## src/rtl/rrp_pkg.sv

```systemverilog
package rrp_pkg;
  localparam int REG_AW = 3;

  localparam logic [REG_AW-1:0] REG_DATA = 3'd0;
  localparam logic [REG_AW-1:0] REG_OFS0 = 3'd1;
  localparam logic [REG_AW-1:0] REG_TRIG = 3'd4;
  localparam logic [REG_AW-1:0] REG_BANK = 3'd5;
  localparam logic [REG_AW-1:0] REG_AUX0 = 3'd6;

  typedef enum logic {
    FETCH_IDLE,
    FETCH_WAIT
  } fetchState_t;

  // control-to-datapath strobes
  typedef struct packed {
    logic startFetch;  // latch {bank, offset} as the ROM address
    logic loadBuf;     // capture romData, advance the offset
  } rrpStrobe_t;
endpackage

```

## src/rtl/rrp_ctrl.sv

```systemverilog
module rrp_ctrl
  import rrp_pkg::*;
#(
  parameter int OFS_BYTES = 3
) (
  input  logic              clk,
  input  logic              rstN,
  input  logic [REG_AW-1:0] regAddr,
  input  logic              regWr,
  input  logic              regRd,
  input  logic              romAck,
  output rrpStrobe_t        strobes,
  output logic              primed,
  output logic              busy
);
  localparam logic [REG_AW-1:0] TRIG_HI = REG_OFS0 + REG_AW'(OFS_BYTES - 1);

  fetchState_t stateQ, stateD;
  logic primedQ;
  logic trigWr, dataRd;

  assign trigWr = regWr && (regAddr == TRIG_HI || regAddr == REG_TRIG);
  assign dataRd = regRd && (regAddr == REG_DATA);

  always_comb begin
    stateD             = stateQ;
    strobes.startFetch = 1'b0;
    strobes.loadBuf    = 1'b0;
    case (stateQ)
      FETCH_IDLE: begin
        // a read consumes only once primed; triggers always start
        if (trigWr || (dataRd && primedQ)) begin
          strobes.startFetch = 1'b1;
          stateD             = FETCH_WAIT;
        end
      end
      FETCH_WAIT: begin
        // requests arriving here are dropped, pending fetch kept
        if (romAck) begin
          strobes.loadBuf = 1'b1;
          stateD          = FETCH_IDLE;
        end
      end
      default: stateD = FETCH_IDLE;
    endcase
  end

  always_ff @(posedge clk or negedge rstN) begin
    if (!rstN) begin
      stateQ  <= FETCH_IDLE;
      primedQ <= 1'b0;
    end else begin
      stateQ <= stateD;
      if (trigWr) primedQ <= 1'b1;
    end
  end

  assign primed = primedQ;
  assign busy   = (stateQ == FETCH_WAIT);
endmodule

```

## src/rtl/rrp_datapath.sv

```systemverilog
module rrp_datapath
  import rrp_pkg::*;
#(
  parameter int OFS_W   = 24,
  parameter int BANK_W  = 3,
  parameter int DATA_W  = 8,
  parameter int NUM_AUX = 2
) (
  input  logic                      clk,
  input  logic                      rstN,
  input  logic [REG_AW-1:0]         regAddr,
  input  logic                      regWr,
  input  logic                      regRd,
  input  logic [DATA_W-1:0]         wrData,
  input  rrpStrobe_t                strobes,
  input  logic                      primed,
  input  logic                      busy,
  input  logic [DATA_W-1:0]         romData,
  output logic [OFS_W+BANK_W-1:0]   romAddr,
  output logic [DATA_W-1:0]         rdData
);
  localparam int OFS_BYTES = OFS_W / DATA_W;
  localparam int ROM_AW    = OFS_W + BANK_W;

  logic [OFS_W-1:0]     offsetQ, offsetWr;
  logic [OFS_BYTES-1:0] ofsSel;
  logic [BANK_W-1:0]    bankQ;
  logic [BANK_W-1:0]    auxQ [NUM_AUX];
  logic [DATA_W-1:0]    bufQ;
  logic [ROM_AW-1:0]    romAddrQ;

  // per-byte write merge of the offset register
  for (genvar i = 0; i < OFS_BYTES; i++) begin : g_ofs
    assign ofsSel[i] = regWr && (regAddr == REG_OFS0 + REG_AW'(i));
    assign offsetWr[i*DATA_W +: DATA_W] =
      ofsSel[i] ? wrData : offsetQ[i*DATA_W +: DATA_W];
  end

  // a host write to the offset takes priority over the post-fetch increment
  always_ff @(posedge clk or negedge rstN) begin
    if (!rstN)                offsetQ <= '0;
    else if (|ofsSel)         offsetQ <= offsetWr;
    else if (strobes.loadBuf) offsetQ <= offsetQ + OFS_W'(1);
  end

  always_ff @(posedge clk or negedge rstN) begin
    if (!rstN) begin
      bankQ    <= '0;
      bufQ     <= '0;
      romAddrQ <= '0;
    end else begin
      if (regWr && regAddr == REG_BANK) bankQ <= wrData[BANK_W-1:0];
      if (strobes.loadBuf)              bufQ  <= romData;
      // offsetWr carries a same-cycle high-byte write that triggers
      if (strobes.startFetch)           romAddrQ <= {bankQ, offsetWr};
    end
  end

  // stored-only neighbour bank values
  for (genvar i = 0; i < NUM_AUX; i++) begin : g_aux
    always_ff @(posedge clk or negedge rstN) begin
      if (!rstN) auxQ[i] <= '0;
      else if (regWr && regAddr == REG_AUX0 + REG_AW'(i)) auxQ[i] <= wrData[BANK_W-1:0];
    end
  end

  always_comb begin
    rdData = '0;
    if (regRd) begin
      if (regAddr == REG_DATA) rdData = primed ? bufQ : '0;
      if (regAddr == REG_TRIG) rdData = DATA_W'(busy);
      if (regAddr == REG_BANK) rdData = DATA_W'(bankQ);
      for (int i = 0; i < OFS_BYTES; i++)
        if (regAddr == REG_OFS0 + REG_AW'(i)) rdData = offsetQ[i*DATA_W +: DATA_W];
      for (int i = 0; i < NUM_AUX; i++)
        if (regAddr == REG_AUX0 + REG_AW'(i)) rdData = DATA_W'(auxQ[i]);
    end
  end

  assign romAddr = romAddrQ;
endmodule

```

## src/rtl/rom_read_port.sv

```systemverilog
module rom_read_port
  import rrp_pkg::*;
#(
  parameter int OFS_W   = 24,
  parameter int BANK_W  = 3,
  parameter int DATA_W  = 8,
  parameter int NUM_AUX = 2
) (
  input  logic                    clk,
  input  logic                    rstN,
  input  logic [REG_AW-1:0]       regAddr,
  input  logic                    regWr,
  input  logic                    regRd,
  input  logic [DATA_W-1:0]       wrData,
  output logic [DATA_W-1:0]       rdData,
  output logic                    romReq,
  output logic [OFS_W+BANK_W-1:0] romAddr,
  input  logic                    romAck,
  input  logic [DATA_W-1:0]       romData
);
  localparam int OFS_BYTES = OFS_W / DATA_W;

  rrpStrobe_t strobes;
  logic primed, busy;

  rrp_ctrl #(.OFS_BYTES(OFS_BYTES)) u_ctrl (
    .clk(clk), .rstN(rstN), .regAddr(regAddr), .regWr(regWr), .regRd(regRd),
    .romAck(romAck), .strobes(strobes), .primed(primed), .busy(busy)
  );

  rrp_datapath #(.OFS_W(OFS_W), .BANK_W(BANK_W), .DATA_W(DATA_W), .NUM_AUX(NUM_AUX)) u_dp (
    .clk(clk), .rstN(rstN), .regAddr(regAddr), .regWr(regWr), .regRd(regRd),
    .wrData(wrData), .strobes(strobes), .primed(primed), .busy(busy),
    .romData(romData), .romAddr(romAddr), .rdData(rdData)
  );

  assign romReq = busy;
endmodule

```

## config.mk

```make
export PLATFORM = sky130hd
export DESIGN_NAME = rom_read_port
export DESIGN_NICKNAME = d
export VERILOG_FILES = /design/src/rtl/rrp_pkg.sv /design/src/rtl/rrp_ctrl.sv /design/src/rtl/rrp_datapath.sv /design/src/rtl/rom_read_port.sv
export SDC_FILE = /design/constraint.sdc
export NUM_CORES = 1
export LEC_CHECK = 0
export CAP_MARGIN = 20
export CORE_ASPECT_RATIO = 0.5
export CORE_MARGIN = 2
export CORE_UTILIZATION = 45
export CTS_CLUSTER_DIAMETER = 120
export CTS_CLUSTER_SIZE = 16
export DETAILED_ROUTE_END_ITERATION = 7
export HOLD_SLACK_MARGIN = 0.08
export PLACE_DENSITY_LB_ADDON = 0.2
export SYNTH_ARGS = -nofsm -noshare
export SYNTH_HDL_FRONTEND = slang
export SYNTH_SLANG_ARGS = --single-unit
```

## constraint.sdc

```tcl
create_clock -name clk -period 2.05 [get_ports clk]
set_clock_uncertainty 0.05 [all_clocks]
set_input_delay 0.41 -clock clk [delete_from_list [all_inputs] [get_ports clk]]
set_output_delay 0.41 -clock clk [all_outputs]
set_load 0.01 [all_outputs]
```

Word level (Yosys, flattened, before mapping). Index checks and enable logic that the tools add are counted.

Add/subtract/negate cells: 1. Muxes and demuxes: 21. Reductions and logical operators: 14. Bitwise operators: 1. Eq/ne operators: 7.

Operator list (number): $mux W8 (13); $mux W24 (2); $add A24 B1 Y24 const B (1); $eq A3 B3 Y1 const B (4); $logic_and A1 B1 Y1 (9); $eq A3 B2 Y1 const B (2); $mux W1 (5); $eq A3 B1 Y1 const B (1); $logic_not A3 Y1 (1); $reduce_or A3 Y1 (1); $logic_or A1 B1 Y1 (2); $pmux W1 S2 (1); $reduce_bool A2 Y1 (1); $not A1 Y1 (1).

Input bits: 24. Register bits: 70. Logic and storage cells: 52. Output and inout bits: 36.

Longest topological paths before layout.
Depth after elaboration: 10. Depth in mapped cells: 8. Mapped depth without buffers: 5.

By module. A second synthesis with hierarchy kept.

Cell total of the unflattened synthesis: 402. Area, all modules: 3860.0 sq um.

Modules (own cells, without submodules): rrp_datapath (area an instance 3708.6 sq um, seq. area each 1701.6 sq um, cells an instance 389, instances 1); rrp_ctrl (area an instance 151.4 sq um, seq. area each 50.0 sq um, cells an instance 13, instances 1).

Worst setup path before layout. Ideal clock, no wire load.

Path kind: input port to output port. Start point: input regAddr[2]. End point: output rdData[2]. Required time: 1590 ps. Arrival time: 1473 ps. Stages: 5. Setup slack: 117 ps. Buffers on the path: 2. Cells stage by stage: buf_2 -> buf_1 -> mux4_2 -> nor2_1 -> nor3b_1.

Cells in the longest elaborated chain, start to end: 10. Elaborated cells between the ends (all ways): 17. Those cells by class: 7 x eq/ne; 9 x mux; 1 x reduce/logical.

Ends and longest elaborated chain: start, declared (RTL line rom_read_port.sv:11) `input logic [REG_AW-1:0] regAddr,`; $logic_not A3 Y1 (RTL line rrp_datapath.sv:70) `if (regAddr == REG_DATA) rdData = primed ? bufQ : '0;`; $mux W8 (RTL line rrp_datapath.sv:70); $mux W8 (RTL line rrp_datapath.sv:71) `if (regAddr == REG_TRIG) rdData = DATA_W'(busy);`; $mux W8 (RTL line rrp_datapath.sv:72) `if (regAddr == REG_BANK) rdData = DATA_W'(bankQ);`; $mux W8 (3 in series) (RTL line rrp_datapath.sv:74) `if (regAddr == REG_OFS0 + REG_AW'(i)) rdData = offsetQ[i*DATA_W +: DATA_W];`; $mux W8 (RTL line rrp_datapath.sv:76) `if (regAddr == REG_AUX0 + REG_AW'(i)) rdData = DATA_W'(auxQ[i]);`; $mux W8 * (RTL line rrp_datapath.sv:76); $mux W8 * (RTL line rrp_datapath.sv:69) `if (regRd) begin`; end, declared (RTL line rom_read_port.sv:15) `output logic [DATA_W-1:0] rdData,`.

Every way passes the cells marked *; elsewhere a longest branch is shown, timed or not.

Worst setup path in the final report.
Start point: register u_ctrl.primedQ (netlist: u_ctrl.primed). End point: output rdData[0].

Cells in the longest elaborated chain, start to end: 10.

Ends and longest elaborated chain: start, declared (RTL line rrp_ctrl.sv:19) `logic primedQ;`; start signal, assigned (RTL line rrp_ctrl.sv:51) `primedQ <= 1'b0;`; start signal, assigned (RTL line rrp_ctrl.sv:54) `if (trigWr) primedQ <= 1'b1;`; $mux W8 (2 in series) (RTL line rrp_datapath.sv:70); $mux W8 (RTL line rrp_datapath.sv:71); $mux W8 (RTL line rrp_datapath.sv:72); $mux W8 (3 in series) (RTL line rrp_datapath.sv:74); $mux W8 (2 in series) (RTL line rrp_datapath.sv:76); $mux W8 (RTL line rrp_datapath.sv:69).

No other way between the ends.

==> impl_metrics.env <==
export IMPL_share_comb_of_total_power=0.380
export IMPL_antenna_cells=0
export IMPL_synthFlopType="dfrtp_1"
export IMPL_wl_met2_um=4725
export IMPL_place_congestion=0.9372
export IMPL_p_leak_nw=2.353
export IMPL_fp_dieW_um=134.2
export IMPL_avgSynthCellArea_um2=9.299
export IMPL_crit_path_max_fanout=2
export IMPL_yosysTopAreaCell="dfrtp_1"
export IMPL_clockRootBuffer="clkbuf_16"
export IMPL_die_height_um=69.09
export IMPL_drt_met1_wl_um=5528
export IMPL_synth_area_mm2=0.003812
export IMPL_min_period_ns=2.077
export IMPL_via_count=3642
export IMPL_drive_gt1_frac=0.2976
export IMPL_synth_distinct_cells=59
export IMPL_outcome="finished, violations left"
export IMPL_fin_crit_sh=1.013
export IMPL_cts_tree="yes"
export IMPL_worstHoldPathType="register to register"
export IMPL_slew_headroom=0.6184
export IMPL_power_w=0.006685
export IMPL_setup_viol=3
export IMPL_synth_edf_count=0
export IMPL_power_per_cell_area_mw_per_mm2=1237
export IMPL_grt_pass1_wl_um=18730
export IMPL_placed_area_mm2=0.004971
export IMPL_viasPerCell=5.664
export IMPL_setup_ws_ns=-0.02680
export IMPL_port_buffers=59
export IMPL_drcViolationCount=0
export IMPL_final_cell_mix="70 x buf_4, 69 x dfrtp_1, 66 x nand2_1"
export IMPL_dr_pass1_iters=5
export IMPL_violations="setup timing"
export IMPL_start_util=0.4698
export IMPL_dpl_hpwl_um=8412
export IMPL_ys_ff_latch=70
export IMPL_crit_chain="nor2b_4, a221oi_2, o22a_1, a211oi_2, o21a_1, buf_2"
export IMPL_critPathTopFamily="compound AO/OA/AOI/OAI gates"
export IMPL_grt_pass1_vias=3515
export IMPL_rsz0062_at_grt="yes"
export IMPL_yosys_warnings=0
export IMPL_grt_antenna_before_repair=0
export IMPL_path_class="register to output pin"
export IMPL_nets=551
export IMPL_p_switching_w=0.002284
export IMPL_pwr_share_clk=0.258
export IMPL_track_usage=0.2657
export IMPL_hold_violations=0
export IMPL_synth_seq_area_share=0.4595
export IMPL_insertion_delay_ns=0.34
export IMPL_dieArea_mm2=0.009269
export IMPL_final_common_cell="buf_4"
export IMPL_antenna_left=0
export IMPL_grt_max_degree=54
export IMPL_worst_ir_drop_vdd_uv=743.8
export IMPL_core_region_area_mm2=0.008115
export IMPL_pwr_share_seq=0.362
export IMPL_slew_viol_final=0
export IMPL_htree_levels=3
export IMPL_rows=23
export IMPL_wirelength_um=11520
export IMPL_cap_violations=0
export IMPL_cp_required_ns=1.59
export IMPL_async_reset_ff_frac=1.000
export IMPL_numCtsBuffers=9
export IMPL_io_pin_count=60
export IMPL_highest_layer="met4"
export IMPL_synth_cells=410
export IMPL_worstMarginPinSlew_ns=0.5706
export IMPL_wl_per_cell_um=17.91
export IMPL_finalSetupTns_ns=-0.03820
export IMPL_critPathArrivalTime_ns=1.62
export IMPL_slowest_delay_ns=0.39
export IMPL_yosys_area_top_type_share=0.4595
export IMPL_dr_wl_met3_um=1105
export IMPL_fmax_mhz=481.5
export IMPL_drtIter0Drc=277
export IMPL_clkSlewWorstSetupHoldPaths_ns=0.06
export IMPL_fin_cells=643
export IMPL_crit_buf_inv=1
export IMPL_fill_cells=671
export IMPL_critPathLaunchType="register"
export IMPL_synth_area_top_cells="dfrtp_1 46%, nand2_1 6.5%, mux2_2 5.9%"
export IMPL_fin_area_mm2=0.005403
export IMPL_slowest_stage="dfrtp_1"
export IMPL_cts_sinks=70
export IMPL_clockBufferDepth=2
export IMPL_grt_ovfl_total=0
export IMPL_power_switching_share=0.3416
export IMPL_place_inst=626
export IMPL_synthToLayoutAreaGrowth_pct=41.71
export IMPL_syn_num_nets=435
export IMPL_end_kind="output pin"
export IMPL_internal_power_w=0.004401
export IMPL_finish_utilization=0.6657
timing repair:
action                     CTS  global route
hold buffers                 1             0
hold endpoints to repair    17             0
resized for setup           60            13
pin swaps                    7            10
buffers inserted             1             0
setup endpoints to repair   50            40
final timing paths:
check / startpoint / endpoint / slack [ns] / cells after the start
max reg2reg: u_dp.offsetQ[13] / u_dp.offsetQ[20] / 0.12 / 5
max: u_ctrl.primed / rdData[0] / -0.03 / 6
min reg2reg: u_dp.auxQ[0] / u_dp.auxQ[0] / 0.46 / 1
min: u_dp.auxQ[0] / u_dp.auxQ[0] / 0.46 / 1
max in group asynchronous: rstN / u_dp.offsetQ[4] / 0.82 / 3
min in group asynchronous: rstN / u_dp.romAddr[21] / 0.49 / 2
routing by layer:
layer / vias up / global-route usage
li1: 1735 / -
met1: 1735 / 0.4067
met2: 156 / 0.3673
met3: 16 / 0.07138
met4: 0 / 0.07135
met5: - / 0
power groups by stage:
stage	clock [W]	combinational [W]	sequential, W
after global routing	0.00180	0.00278	0.00248
final	0.00173	0.00254	0.00242
after floorplan	0	0.00119	0.00238
after CTS	0.00174	0.00251	0.00238
after global placement	0	0.00245	0.00237
after detailed placement	0	0.00248	0.00238
worst register-to-register path: cells and delay by family, from the launching register on:
kind	cells	cell delay [ns]
DFF	1	0.47
and+or+nand+nor	4	1.21
AOI/OAI and AO/OA	1	0.11
cell usage after synthesis, types with 2 or more instances:
cell / n
o221a_2: 2
nor4_1: 2
o21ai_0: 9
clkbuf_1: 11
and2_1: 2
nand2_1: 66
nor2_1: 54
a21boi_0: 3
mux2_2: 20
a221oi_1: 7
inv_1: 5
dfrtp_1: 70
a21o_1: 2
nand2b_1: 2
nand3_1: 10
or3_1: 2
buf_6: 4
mux2i_1: 10
o211ai_1: 2
o21a_1: 2
nand4_1: 5
o22a_1: 2
a311oi_1: 8
nor3_1: 8
buf_1: 3
o22ai_1: 3
a31oi_1: 24
and4_4: 2
clkbuf_2: 2
and3_1: 7
a21oi_1: 9
buf_2: 8
buf_4: 2
a211oi_1: 15
nor2b_1: 3
flip-flops by register name, indices dropped and copies added, names as in the netlist:
| register | count |
|---|---|
| u_dp.bankQ | 3 |
| u_dp.bufQ | 8 |
| u_dp.romAddr | 27 |
| u_dp.offsetQ | 24 |
| u_dp.auxQ | 6 |
| u_ctrl.primed | 1 |
| u_ctrl.busy | 1 |
area by class of cell:
class / instances / area (µm²) / share of cell area
sequential: 70 / 1753 / 0.3245
tap: 112 / 140.1 / 0.02594
clock inverter: 6 / 92.59 / 0.01714
inverter: 6 / 22.52 / 0.004169
timing repair buffer: 135 / 1146 / 0.2121
clock buffer: 10 / 239.0 / 0.04423
multi-input combinational: 304 / 2009 / 0.3719
kinds of logic (layout without fill, tap and decap cells):
| group | after synthesis | after routing | synth area share |
|---|---|---|---|
| AND/OR/NAND/NOR | 176 | 176 | 0.2173 |
| AO/OA/AOI/OAI | 93 | 93 | 0.1716 |
| flip-flops | 70 | 70 | 0.4595 |
| buffers and inverters | 36 | 157 | 0.04857 |
| multiplexers | 32 | 32 | 0.09518 |
| XOR/XNOR | 2 | 2 | 0.004596 |
| adder cells (fa/ha/maj) | 1 | 1 | 0.003281 |
per-stage QoR:
step	setup WS, ns	hold WS (ns)
floorplan	0.1169	0.06441
global placement	-0.7802	0.3225
detailed placement	-0.7590	0.3256
CTS	-0.04392	0.4617
global route	-0.08642	0.4658
finish	-0.02680	0.4588
(Power assumes the default switching activity.)
